File: config.mk
export PLATFORM = sky130hd
export DESIGN_NAME = dio_cmd_frontend
export DESIGN_NICKNAME = d
export VERILOG_FILES = /design/src/rtl/dio_pkg.sv /design/src/rtl/dio_edge_det.sv /design/src/rtl/dio_pair_shift.sv /design/src/rtl/dio_cmd_frontend.sv
export SDC_FILE = /design/constraint.sdc
export NUM_CORES = 1
export LEC_CHECK = 0
export BUFFER_PORTS_ARGS = -buffer_cell sky130_fd_sc_hd__buf_2
export CAP_MARGIN = 40
export CORE_ASPECT_RATIO = 0.75
export CORE_MARGIN = 2
export CORE_UTILIZATION = 45
export CTS_BUF_LIST = sky130_fd_sc_hd__clkbuf_2
export DETAILED_ROUTE_END_ITERATION = 6
export GPL_TIMING_DRIVEN = 0
export HOLD_SLACK_MARGIN = 0.1
export PLACE_DENSITY = 0.67
export SYNTH_ARGS = -nofsm -noshare
export SYNTH_HDL_FRONTEND = slang
export SYNTH_SLANG_ARGS = --single-unit
File: constraint.sdc
create_clock -name clk_i -period 1.9 [get_ports clk_i]
set_input_delay 0.285 -clock clk_i [delete_from_list [all_inputs] [get_ports clk_i]]
set_output_delay 0.285 -clock clk_i [all_outputs]
set_load 0.1 [all_outputs]
File: src/rtl/dio_pkg.sv
package dio_pkg;
  typedef enum logic [1:0] {PH_OP, PH_ADDR, PH_DATA, PH_SKIP} phase_e;

  localparam logic [7:0] OP_WREN = 8'h06;
  localparam logic [7:0] OP_WRDI = 8'h04;
  localparam logic [7:0] OP_PP_A = 8'h02;
  localparam logic [7:0] OP_PP_B = 8'hA2;
  localparam logic [7:0] OP_PP_C = 8'hD2;

  function automatic logic is_prog(logic [7:0] op);
    return (op == OP_PP_A) || (op == OP_PP_B) || (op == OP_PP_C);
  endfunction
endpackage

File: src/rtl/dio_edge_det.sv
module dio_edge_det #(
  parameter int unsigned    WIDTH   = 2,
  parameter logic [WIDTH-1:0] RST_VAL = '0
) (
  input  logic             clk_i,
  input  logic             rst_ni,
  input  logic [WIDTH-1:0] sig_i,
  output logic [WIDTH-1:0] rise_o
);
  logic [WIDTH-1:0] sig_q;

  for (genvar i = 0; i < WIDTH; i++) begin : g_bit
    always_ff @(posedge clk_i or negedge rst_ni) begin
      if (!rst_ni) sig_q[i] <= RST_VAL[i];
      else         sig_q[i] <= sig_i[i];
    end
    assign rise_o[i] = sig_i[i] & ~sig_q[i];
  end
endmodule

File: src/rtl/dio_pair_shift.sv
module dio_pair_shift #(
  parameter int unsigned CNT_W  = 11,
  parameter int unsigned BYTE_W = 8
) (
  input  logic              clk_i,
  input  logic              rst_ni,
  input  logic              clr_i,
  input  logic              shift_i,
  input  logic [1:0]        dq_i,
  output logic [CNT_W-1:0]  cnt_o,
  output logic [BYTE_W-1:0] byte_o
);
  logic [BYTE_W-3:0] sh_q;

  always_ff @(posedge clk_i or negedge rst_ni) begin
    if (!rst_ni) begin
      sh_q  <= '0;
      cnt_o <= '0;
    end else if (clr_i) begin
      cnt_o <= '0;
    end else if (shift_i) begin
      sh_q  <= {sh_q[BYTE_W-5:0], dq_i};
      cnt_o <= cnt_o + 1'b1;
    end
  end

  // byte including the pair arriving this cycle
  assign byte_o = {sh_q, dq_i};
endmodule

File: src/rtl/dio_cmd_frontend.sv
module dio_cmd_frontend #(
  parameter int unsigned ADDR_W = 24,
  parameter int unsigned PAGE_W = 8,
  parameter int unsigned CNT_W  = 11
) (
  input  logic              clk_i,
  input  logic              rst_ni,
  input  logic              cs_ni,
  input  logic              sclk_i,
  input  logic [1:0]        dq_i,
  output logic              wel_o,
  output logic [ADDR_W-1:0] addr_o,
  output logic [7:0]        pb_data_o,
  output logic [PAGE_W-1:0] pb_offset_o,
  output logic              pb_valid_o,
  output logic              commit_o
);
  import dio_pkg::*;

  localparam int unsigned OP_LAST   = 3;
  localparam int unsigned ADDR_LAST = (8 + ADDR_W) / 2 - 1;
  localparam int unsigned MASK_W    = ADDR_W - 2;

  logic [1:0]        rise;
  logic              cs_rise, sclk_rise;
  logic [CNT_W-1:0]  cnt;
  logic [7:0]        byte_nxt;
  logic [ADDR_W-1:0] addr_sh;
  logic [PAGE_W-1:0] offset_q;
  logic              got_byte_q;
  phase_e            phase_q;

  dio_edge_det #(.WIDTH(2), .RST_VAL(2'b10)) u_edge (
    .clk_i  (clk_i),
    .rst_ni (rst_ni),
    .sig_i  ({cs_ni, sclk_i}),
    .rise_o (rise)
  );
  assign cs_rise   = rise[1];
  assign sclk_rise = rise[0] & ~cs_ni;

  dio_pair_shift #(.CNT_W(CNT_W), .BYTE_W(8)) u_shift (
    .clk_i   (clk_i),
    .rst_ni  (rst_ni),
    .clr_i   (cs_ni),
    .shift_i (sclk_rise),
    .dq_i    (dq_i),
    .cnt_o   (cnt),
    .byte_o  (byte_nxt)
  );

  always_ff @(posedge clk_i or negedge rst_ni) begin
    if (!rst_ni) begin
      phase_q     <= PH_OP;
      wel_o       <= 1'b0;
      addr_o      <= '0;
      addr_sh     <= '0;
      offset_q    <= '0;
      got_byte_q  <= 1'b0;
      pb_data_o   <= '0;
      pb_offset_o <= '0;
      pb_valid_o  <= 1'b0;
      commit_o    <= 1'b0;
    end else begin
      pb_valid_o <= 1'b0;
      commit_o   <= 1'b0;
      // commit only on a clean byte boundary
      if (cs_rise && phase_q == PH_DATA && got_byte_q && cnt[1:0] == 2'd0) begin
        commit_o <= 1'b1;
        wel_o    <= 1'b0;
      end
      if (cs_ni) begin
        phase_q    <= PH_OP;
        got_byte_q <= 1'b0;
      end else if (sclk_rise) begin
        unique case (phase_q)
          PH_OP: if (cnt == CNT_W'(OP_LAST)) begin
            if (byte_nxt == OP_WREN) begin
              wel_o   <= 1'b1;
              phase_q <= PH_SKIP;
            end else if (byte_nxt == OP_WRDI) begin
              wel_o   <= 1'b0;
              phase_q <= PH_SKIP;
            end else if (is_prog(byte_nxt) && wel_o) begin
              phase_q <= PH_ADDR;
            end else begin
              phase_q <= PH_SKIP;
            end
          end
          PH_ADDR: begin
            addr_sh <= {addr_sh[ADDR_W-3:0], dq_i};
            if (cnt == CNT_W'(ADDR_LAST)) begin
              addr_o   <= {2'b00, addr_sh[MASK_W-3:0], dq_i};
              offset_q <= {addr_sh[PAGE_W-3:0], dq_i};
              phase_q  <= PH_DATA;
            end
          end
          PH_DATA: if (cnt[1:0] == 2'd3) begin
            pb_valid_o  <= 1'b1;
            pb_data_o   <= byte_nxt;
            pb_offset_o <= offset_q;
            offset_q    <= offset_q + 1'b1;
            got_byte_q  <= 1'b1;
          end
          default: ;
        endcase
      end
    end
  end
endmodule

After elaboration in Yosys (flattened, before gate mapping)
Index checks and enable logic that the tools add are counted.
Word-level totals
  register bits after elaboration: 91
  output and inout bits: 43
  word-level logic and storage cells: 85
Cells by class
  add/subtract/negate cells: 2
  eq/ne operators: 14
  mux-type cells: 29
  bitwise gates (word level): 6
  reductions and logical operators: 20
Operator list (count)
  $mux W11: 2
  $eq A8 B3 Y1 const B: 2
  $eq A8 B8 Y1 const B: 2
  $mux W1: 16
  $mux W8: 2
  $pmux W8 S2: 1
  $mux W2: 7
  $reduce_and A4 Y1: 3
  $add A11 B1 Y11 const B: 1
  $eq A11 B2 Y1 const B: 1
  $eq A11 B4 Y1 const B: 1
  $add A8 B1 Y8 const B: 1
  $eq A8 B2 Y1 const B: 1
  $reduce_bool A2 Y1: 4
  $ne A3 B3 Y1 const B: 2
  $reduce_and A3 Y1: 2
  $reduce_and A5 Y1: 1
  $eq A2 B2 Y1 const B: 2
  $logic_and A1 B1 Y1: 4
  $logic_not A2 Y1: 2
  $pmux W2 S2: 1
  $and A1 B1 Y1: 3
  $not A1 Y1: 3
  $reduce_bool A3 Y1: 1
  other kinds (5): 6

Logic depth before layout (Yosys ltp)
Gate-level depths: netlist of the first run.
  depth after elaboration: 12
  gate-level depth with buffers: 7

Modules after synthesis
From an unflattened synthesis of the first run, not the netlist that was laid out.
Second synthesis, totals
  cell total of the unflattened synthesis: 311
  area, all modules: 4122.7 um^2
By module, submodules not included
  dio_cmd_frontend: times used 1, cells each 240, area an instance 3266.9 um^2
  dio_pair_shift: times used 1, cells each 67, area an instance 777.0 um^2
  dio_edge_det: times used 1, cells each 4, area an instance 78.8 um^2

Worst setup path after synthesis of the first run
Ideal clock, no wire load.
  kind: register -> register
  from: register u_shift.cnt_o[0]
  to: register offset_q[4]
  arrival time: 1.812 ns
  data required time: 1.796 ns
  slack: -0.016 ns
  stages on the path, launching flop included: 7
  path buffers: 1
  period minus slack after synthesis: 1.916 ns
  cell sequence: dfrtp_1 ha_1 and3_1 a31oi_1 clkbuf_1 o31ai_1 a221oi_1
On the way
  longest elaborated chain between the ends: 3
RTL lines
  from (decl): RTL line dio_pair_shift.sv:10  | output logic [CNT_W-1:0] cnt_o,
  from (signal assigned): RTL line dio_pair_shift.sv:23  | cnt_o <= cnt_o + 1'b1;
  $eq A11 B4 Y1 / $eq A2 B2 Y1 (equally long branches): RTL line dio_cmd_frontend.sv:92, dio_cmd_frontend.sv:98
  $ne A2 B2 Y1 (no source line) / $ne A2 B1 Y1 (equally long branches)
  $reduce_and A5 Y1 (no source line) *
  to (signal assigned): RTL line dio_cmd_frontend.sv:94  | offset_q <= {addr_sh[PAGE_W-3:0], dq_i};
  to (signal assigned): RTL line dio_cmd_frontend.sv:102  | offset_q <= offset_q + 1'b1;
  to (decl): RTL line dio_cmd_frontend.sv:29  | logic [PAGE_W-1:0] offset_q;
Mark *: on every way between the ends. The rest lies on a longest branch, timed or not.
A chain may end at the register's enable or synchronous reset.

Worst setup path in the final report of the first run
  from: register u_shift.cnt_o[10]
  to: register offset_q[4]
On the way
  longest elaborated chain between the ends: 3
RTL lines
  $eq A11 B4 Y1: RTL line dio_cmd_frontend.sv:92  | if (cnt == CNT_W'(ADDR_LAST)) begin
  $ne A2 B2 Y1 (no source line)
  $reduce_and A5 Y1 (no source line)
Every way passes these cells.

==> metrics.txt, run 1 <==
largest family of logic cells by synthesized area=multiplexers; Distinct cells, synth=48; row count=29; post-synthesis cell count=306; critical path peak fanout=8; Remaining DRCs=0; Crit Path Category=register to register; share of post-route cells with drive strength above 1=46.13%; outcome=finished, final reports clean; Top delay family on crit path=simple AND/OR/NAND/NOR gates; Req. time, crit path=2350 ps; Synth warnings=0; Skew-Pair Late Insertion Delay=550 ps; clock skew=30.36 ps; Worst Setup SP=u_shift.cnt_o[10]; r2r startpoint=u_shift.cnt_o[10]; global-route wire length before repair=12,880 um; share of synthesized registers carrying an async set or reset=100.0%; post-synthesis adder-cell area fraction=1.892%; initial antenna violation count=0; IO Count=49; Leakage=2.385 nW; count leader, synth=dfrtp_1; post-synth top area share=56.75%; Final Cell Area=0.004766 mm^2; DR iter-0 viols=110; TritonCTS Sinks=91; worst slack, placed=-308.6 ps; GPL Wtd Cong=0.7729; Filler cells=734; clk buf depth=2; Worst Tran Pin Value=512.8 ps; period utilization=96.63%; post-synthesis compound-gate area fraction=5.927%; non-filler cells, final=496; synthesized area per cell=12.97 um^2; Pre-Repair DR Iteration Count=4; Final Setup Violations=0; Synth Area in XOR/XNOR=2.207%; Max Cap Violations=0; grt ovf=0; chip height=85.33 um; multi-input combinational cell area=0.001677 mm^2; post-synthesis register bit count=91; largest net degree at the start of global routing=61; n_diodes=0; Vias per Instance=5.341; port bufs=46; CP cell instances=nor4_4 > a31oi_4 > or2_0 > buf_6 > a221oi_1; initial core utilization=46.54%; area post-placement=0.004369 mm^2; EDFF count, synth=0; Post-Synth Simple-Gate Area=10.28%; Peak Freq=544.7 MHz; CTS tree=done; register area=0.002281 mm^2; mux share of post-synthesis cell area=18.69%; P per Cell Area=693.6 mW/mm^2; fin crit period=1836 ps; Crit. End Element=register; die area=0.009595 mm^2; post-synthesis sequential area ratio=57.41%; Primary FF master, synth=dfrtp_1; Worst Path Buf+Inv=1; largest cells by area after synthesis=dfrtp_1 57%, mux2_2 18%, ha_1 1.9%; clk slew on worst S/H paths=250 ps; Power Total=0.003306 W; vias in the first global route=2,561; synth cell count leaders=90 x dfrtp_1, 65 x mux2_2, 15 x inv_1, 13 x nor2_1, 11 x nand2_1; Post-Place Cells=462; DR vias=2,649; max incr delay on CP=470 ps; Peak VDD IR=0.5068 mV; mapped cell area=0.003969 mm^2; H-tree levels=3; startpoint class of the critical path=register; Placeable Area=0.008527 mm^2; Crit-path slowest cell=dfrtp_1; all-layer global routing usage=17.02%; remaining antenna violation count=0; Max Transition Viols Final=0; Hold Path Class=input pin to async pin; Slew HR=65.74%; post-layout util=55.89%; Root Buffer Master=clkbuf_2; Final HPWL DP=5176 um; crit path DAT=2290 ps; Num CTS Buffers=9; leading area contributor after synthesis=dfrtp_1; nets=395; overall die width=112.4 um; Detailed Route WL=7701 um; R2R setup slack=60 ps; Area growth syn-to-layout=20.08%; setup ws final=64.00 ps; Fin. Hold Viols=0; wire length per cell=15.53 um
-- cell type report --
cell class / instances / share of cell area, %
well taps: 108 / 2.835
multi-input cells: 186 / 35.18
repair buffers: 66 / 8.716
plain buffers: 14 / 2.337
inverters: 15 / 1.181
flip-flops and latches: 91 / 47.86
clock buffers: 9 / 0.9451
clock inverters: 7 / 0.9451
-- routing by layer --
layer  GRT usage [%]  wire, um
met2           26.01      3610
met1           24.01      3723
met5               0         0
met4           5.432        86
met3           4.429       280
-- registers in the layout (all words and copies together) (netlist names), 2 cells and up --
name and cells:
pb_offset_o 8, addr_sh 20, phase_q 2, offset_q 8
u_shift.cnt_o 11, u_shift.sh_q 6, addr_o 22, pb_data_o 8
u_edge.sig_q 2
-- per-stage QoR --
step	TNS, ps	hold slack [ps]
final	0	189.2
after global routing	-13.90	154.3
after CTS	0	163.8
after detailed placement	-10470	258.6
after global placement	-32290	413.3
after floorplan	0	-10.59
-- path summary, 6_finish.rpt --
kind | depth (start not counted) | endpoint
min | 2 | pb_offset_o[1]
min in group clk_i | 2 | u_edge.sig_q[1]
min reg2reg | 1 | got_byte_q
max | 5 | offset_q[4]
max in group asynchronous | 3 | u_shift.cnt_o[5]
max reg2reg | 5 | offset_q[4]
-- placed cells by master, fill, tap and decap left out, types with 5 or more instances in the layout --
cell type      instances
dfrtp_1               88
nand3_1                6
mux2_2                65
clkbuf_2              10
buf_6                  5
xnor2_1                7
nand2_1               11
o31ai_1                6
buf_4                 19
dlygate4sd3_1          5
buf_2                 46
nor4_1                 6
inv_1                 12
nor3_1                 5
nand4_1                6
o21ai_0                5
nor2_1                13
-- where the power goes --
part / leakage, nW / switching [W] / total (W) / internal (W)
Sequential: 1.23 / 0.000123 / 0.00215 / 0.00203
Clock: 0.0530 / 0.000645 / 0.000810 / 0.000165
Combinational: 1.11 / 0.000175 / 0.000347 / 0.000173
-- timing repair --
action,in CTS,in global routing
setup buffers,9,4
gates cloned,1,0
pin swaps,4,5
endpoints found under the setup margin,49,54
hold buffers,5,0
endpoints found under the hold margin,101,0
gates resized for setup,17,25
-- cell families after synthesis --
logic type | count (synthesis)
adders and majority gates | 6
other | 1
DFF | 91
AOI/OAI and AO/OA | 31
and+or+nand+nor | 71
xor gates and xnor gates | 10
buffers and inverters | 30
muxes | 66
No activity file was read; power rests on OpenSTA's default activity.
==> inputs of run 2 (changes only) <==
--- a/config.mk
+++ b/config.mk
@@ -10,7 +10,6 @@
 export CORE_ASPECT_RATIO = 0.75
 export CORE_MARGIN = 2
 export CORE_UTILIZATION = 45
-export CTS_BUF_LIST = sky130_fd_sc_hd__clkbuf_2
 export DETAILED_ROUTE_END_ITERATION = 6
 export GPL_TIMING_DRIVEN = 0
 export HOLD_SLACK_MARGIN = 0.1
==> run 2 against run 1 <==
  * Worst setup slack better by 28 ps
  * Wire length is 1.5% higher
  * Via count is 0.23% lower
  * Core utilization is 1.7 points higher
  * Global-route usage is 0.22 points higher
  * Critical endpoint is now wel_o
  * Critical path type unchanged
  * Clock power is 110% higher
  * First-iteration DRC count is 15% higher
  * Register-to-register slack better by 30 ps
  * Sequential share of layout area is 1.4 points lower
==> metrics.txt, run 2 (synthesized netlist as in run 1, its figures left out) <==
outcome=finished, final reports clean; Min-Delay Path Depth=3; clock group share of total power=40.5%; Crit Path Category=register to register; fin crit period=1808 ps; largest net degree at the start of global routing=61; area post-placement=0.004369 mm^2; nets=391; chip height=85.33 um; H-tree levels=3; remaining antenna violation count=0; Num CTS Buffers=9; Slew HR=58.26%; Peak Freq=553.0 MHz; Final HPWL DP=5176 um; Worst Tran Pin Value=626.1 ps; max reg flops=22; grt ovf=0; Detailed Route WL=7817 um; Req. time, crit path=2130 ps; port bufs=46; P per Cell Area=849.1 mW/mm^2; min-delay src=cs_ni; row count=29; initial antenna violation count=0; clock skew=9.511 ps; period utilization=95.18%; Leakage=2.441 nW; multi-input combinational cell area=0.001643 mm^2; Max Cap Violations=0; Hold Path Class=input pin to register; Skew-Pair Late Insertion Delay=340 ps; share of post-route cells with drive strength above 1=46.09%; Vias per Instance=5.372; Final Setup Violations=0; clk slew on worst S/H paths=70 ps; TritonCTS Sinks=91; most common cell after layout, fill and taps aside=dfrtp_1; RSZ-0062 raised after global routing=no; GPL Wtd Cong=0.7729; R2R depth=5; R2R setup slack=90 ps; die area=0.009595 mm^2; clk buf depth=2; DR vias=2,643; setup_tns=0 ps; Pre-Repair DR Iteration Count=4; global-route wire length before repair=12,910 um; Crit. End Element=register; Peak VDD IR=0.6940 mV; Fin. Hold Viols=0; wire length per cell=15.89 um; startpoint class of the critical path=register; Max Transition Viols Final=0; register area=0.002282 mm^2; WHS Endpoint=u_shift.cnt_o[1]; all-layer global routing usage=17.24%; Top reg by flops=addr_o; overall die width=112.4 um; Sw Pwr=0.001023 W; Placeable Area=0.008527 mm^2; IO Count=49; Reg power frac=51.5%; Area growth syn-to-layout=23.74%; crit path DAT=2040 ps; Comb power frac=8.0%; Net Sw Frac=24.54%; Final Cell Area=0.004911 mm^2; Power Total=0.004170 W; vias in the first global route=2,591; most frequent cells in the layout=87 x dfrtp_1, 65 x mux2_2, 47 x buf_2; CTS tree=done; critical path peak fanout=3; RR Endpoint=wel_o; Filler cells=718; biggest regs=addr_o: 22 flops, addr_sh: 20 flops, u_shift.cnt_o: 11 flops; n_diodes=0; initial core utilization=46.54%; Root Buffer Master=clkbuf_16; internal power=0.003147 W; Remaining DRCs=0; DR iter-0 viols=127; r2r startpoint=u_shift.cnt_o[10]
run 2: changes by cell type in the layout (fill, tap and decap cells not counted), moves of 2 or more:
| cell | change |
|---|---|
| buf_4 | -6 |
| nor4_1 | +2 |
| clkbuf_2 | -10 |
| nor4_2 | -2 |
| clkbuf_16 | +9 |
| dlygate4sd3_1 | -2 |
| clkinv_1 | -2 |
| clkbuf_8 | +2 |
run 2: worst max path at each step:
| stage | slack [ps] | from | endpoint | depth (start not counted) |
|---|---|---|---|---|
| floorplan | 60 | u_shift.cnt_o[0] | offset_q[4] | 6 |
| global placement | -280 | u_shift.cnt_o[0] | offset_q[2] | 6 |
| detailed placement | -310 | u_shift.cnt_o[0] | offset_q[2] | 6 |
| CTS | -30 | phase_q[0] | offset_q[5] | 7 |
| global route | 7 | u_shift.cnt_o[5] | offset_q[2] | 5 |
| finish | 90 | u_shift.cnt_o[10] | wel_o | 5 |
run 2: critical path, cell delays in order, from the launching register on:
cell and delay, ps:
dfrtp_1 420, nor4_4 370, buf_4 180, nand3_1 60, nor4_1 290, mux2_2 370
run 2: repair_timing:
action,CTS,global route
endpoints found under the hold margin,32,0
resized for setup,15,19
cloned,0,1
hold buffers,3,0
endpoints found under the setup margin,48,45
pin swaps,4,5
setup buffers,5,6
run 2: power by group through the flow:
stage | clock (W) | sequential (W) | combinational (W)
global route | 0.00182 | 0.00217 | 0.000364
floorplan | 0 | 0.00215 | 0.000211
global placement | 0 | 0.00218 | 0.000283
detailed placement | 0 | 0.00218 | 0.000301
finish | 0.00169 | 0.00215 | 0.000333
CTS | 0.00174 | 0.00215 | 0.000317
run 2: cell type report:
cell class / instances / area share [%]
Multi-Input combinational cell: 186 / 33.45
Timing Repair Buffer: 62 / 8.153
Buffer: 14 / 2.115
Clock buffer: 11 / 5.146
Tap cell: 108 / 2.752
Clock inverter: 5 / 0.7643
Inverter: 15 / 1.146
Sequential cell: 91 / 46.47
run 2: metal layers:
layer / GRT usage, % / wire length [um] / part of all wire (%) / vias to the layer above
met5: 0 / 0 / 0 / -
met4: 6.430 / 108 / 1.4 / 0
met1: 23.36 / 3767 / 48 / 1330
met3: 4.643 / 307 / 3.9 / 12
li1: - / - / - / 1245
met2: 26.89 / 3634 / 46 / 56
run 2: per-stage QoR:
step / utilization, % / hold slack, ps / std cells / setup slack, ps
5_1_grt: 57.59 / 283.2 / 492 / 7.122
4_1_cts: 56.14 / 254.6 / 485 / -26.55
2_1_floorplan: - / -10.59 / 307 / 62.53
3_3_place_gp: 50.89 / 413.3 / 461 / -282.1
3_5_place_dp: 51.24 / 258.6 / 462 / -308.6
6_report: 57.59 / 256.2 / 492 / 91.54
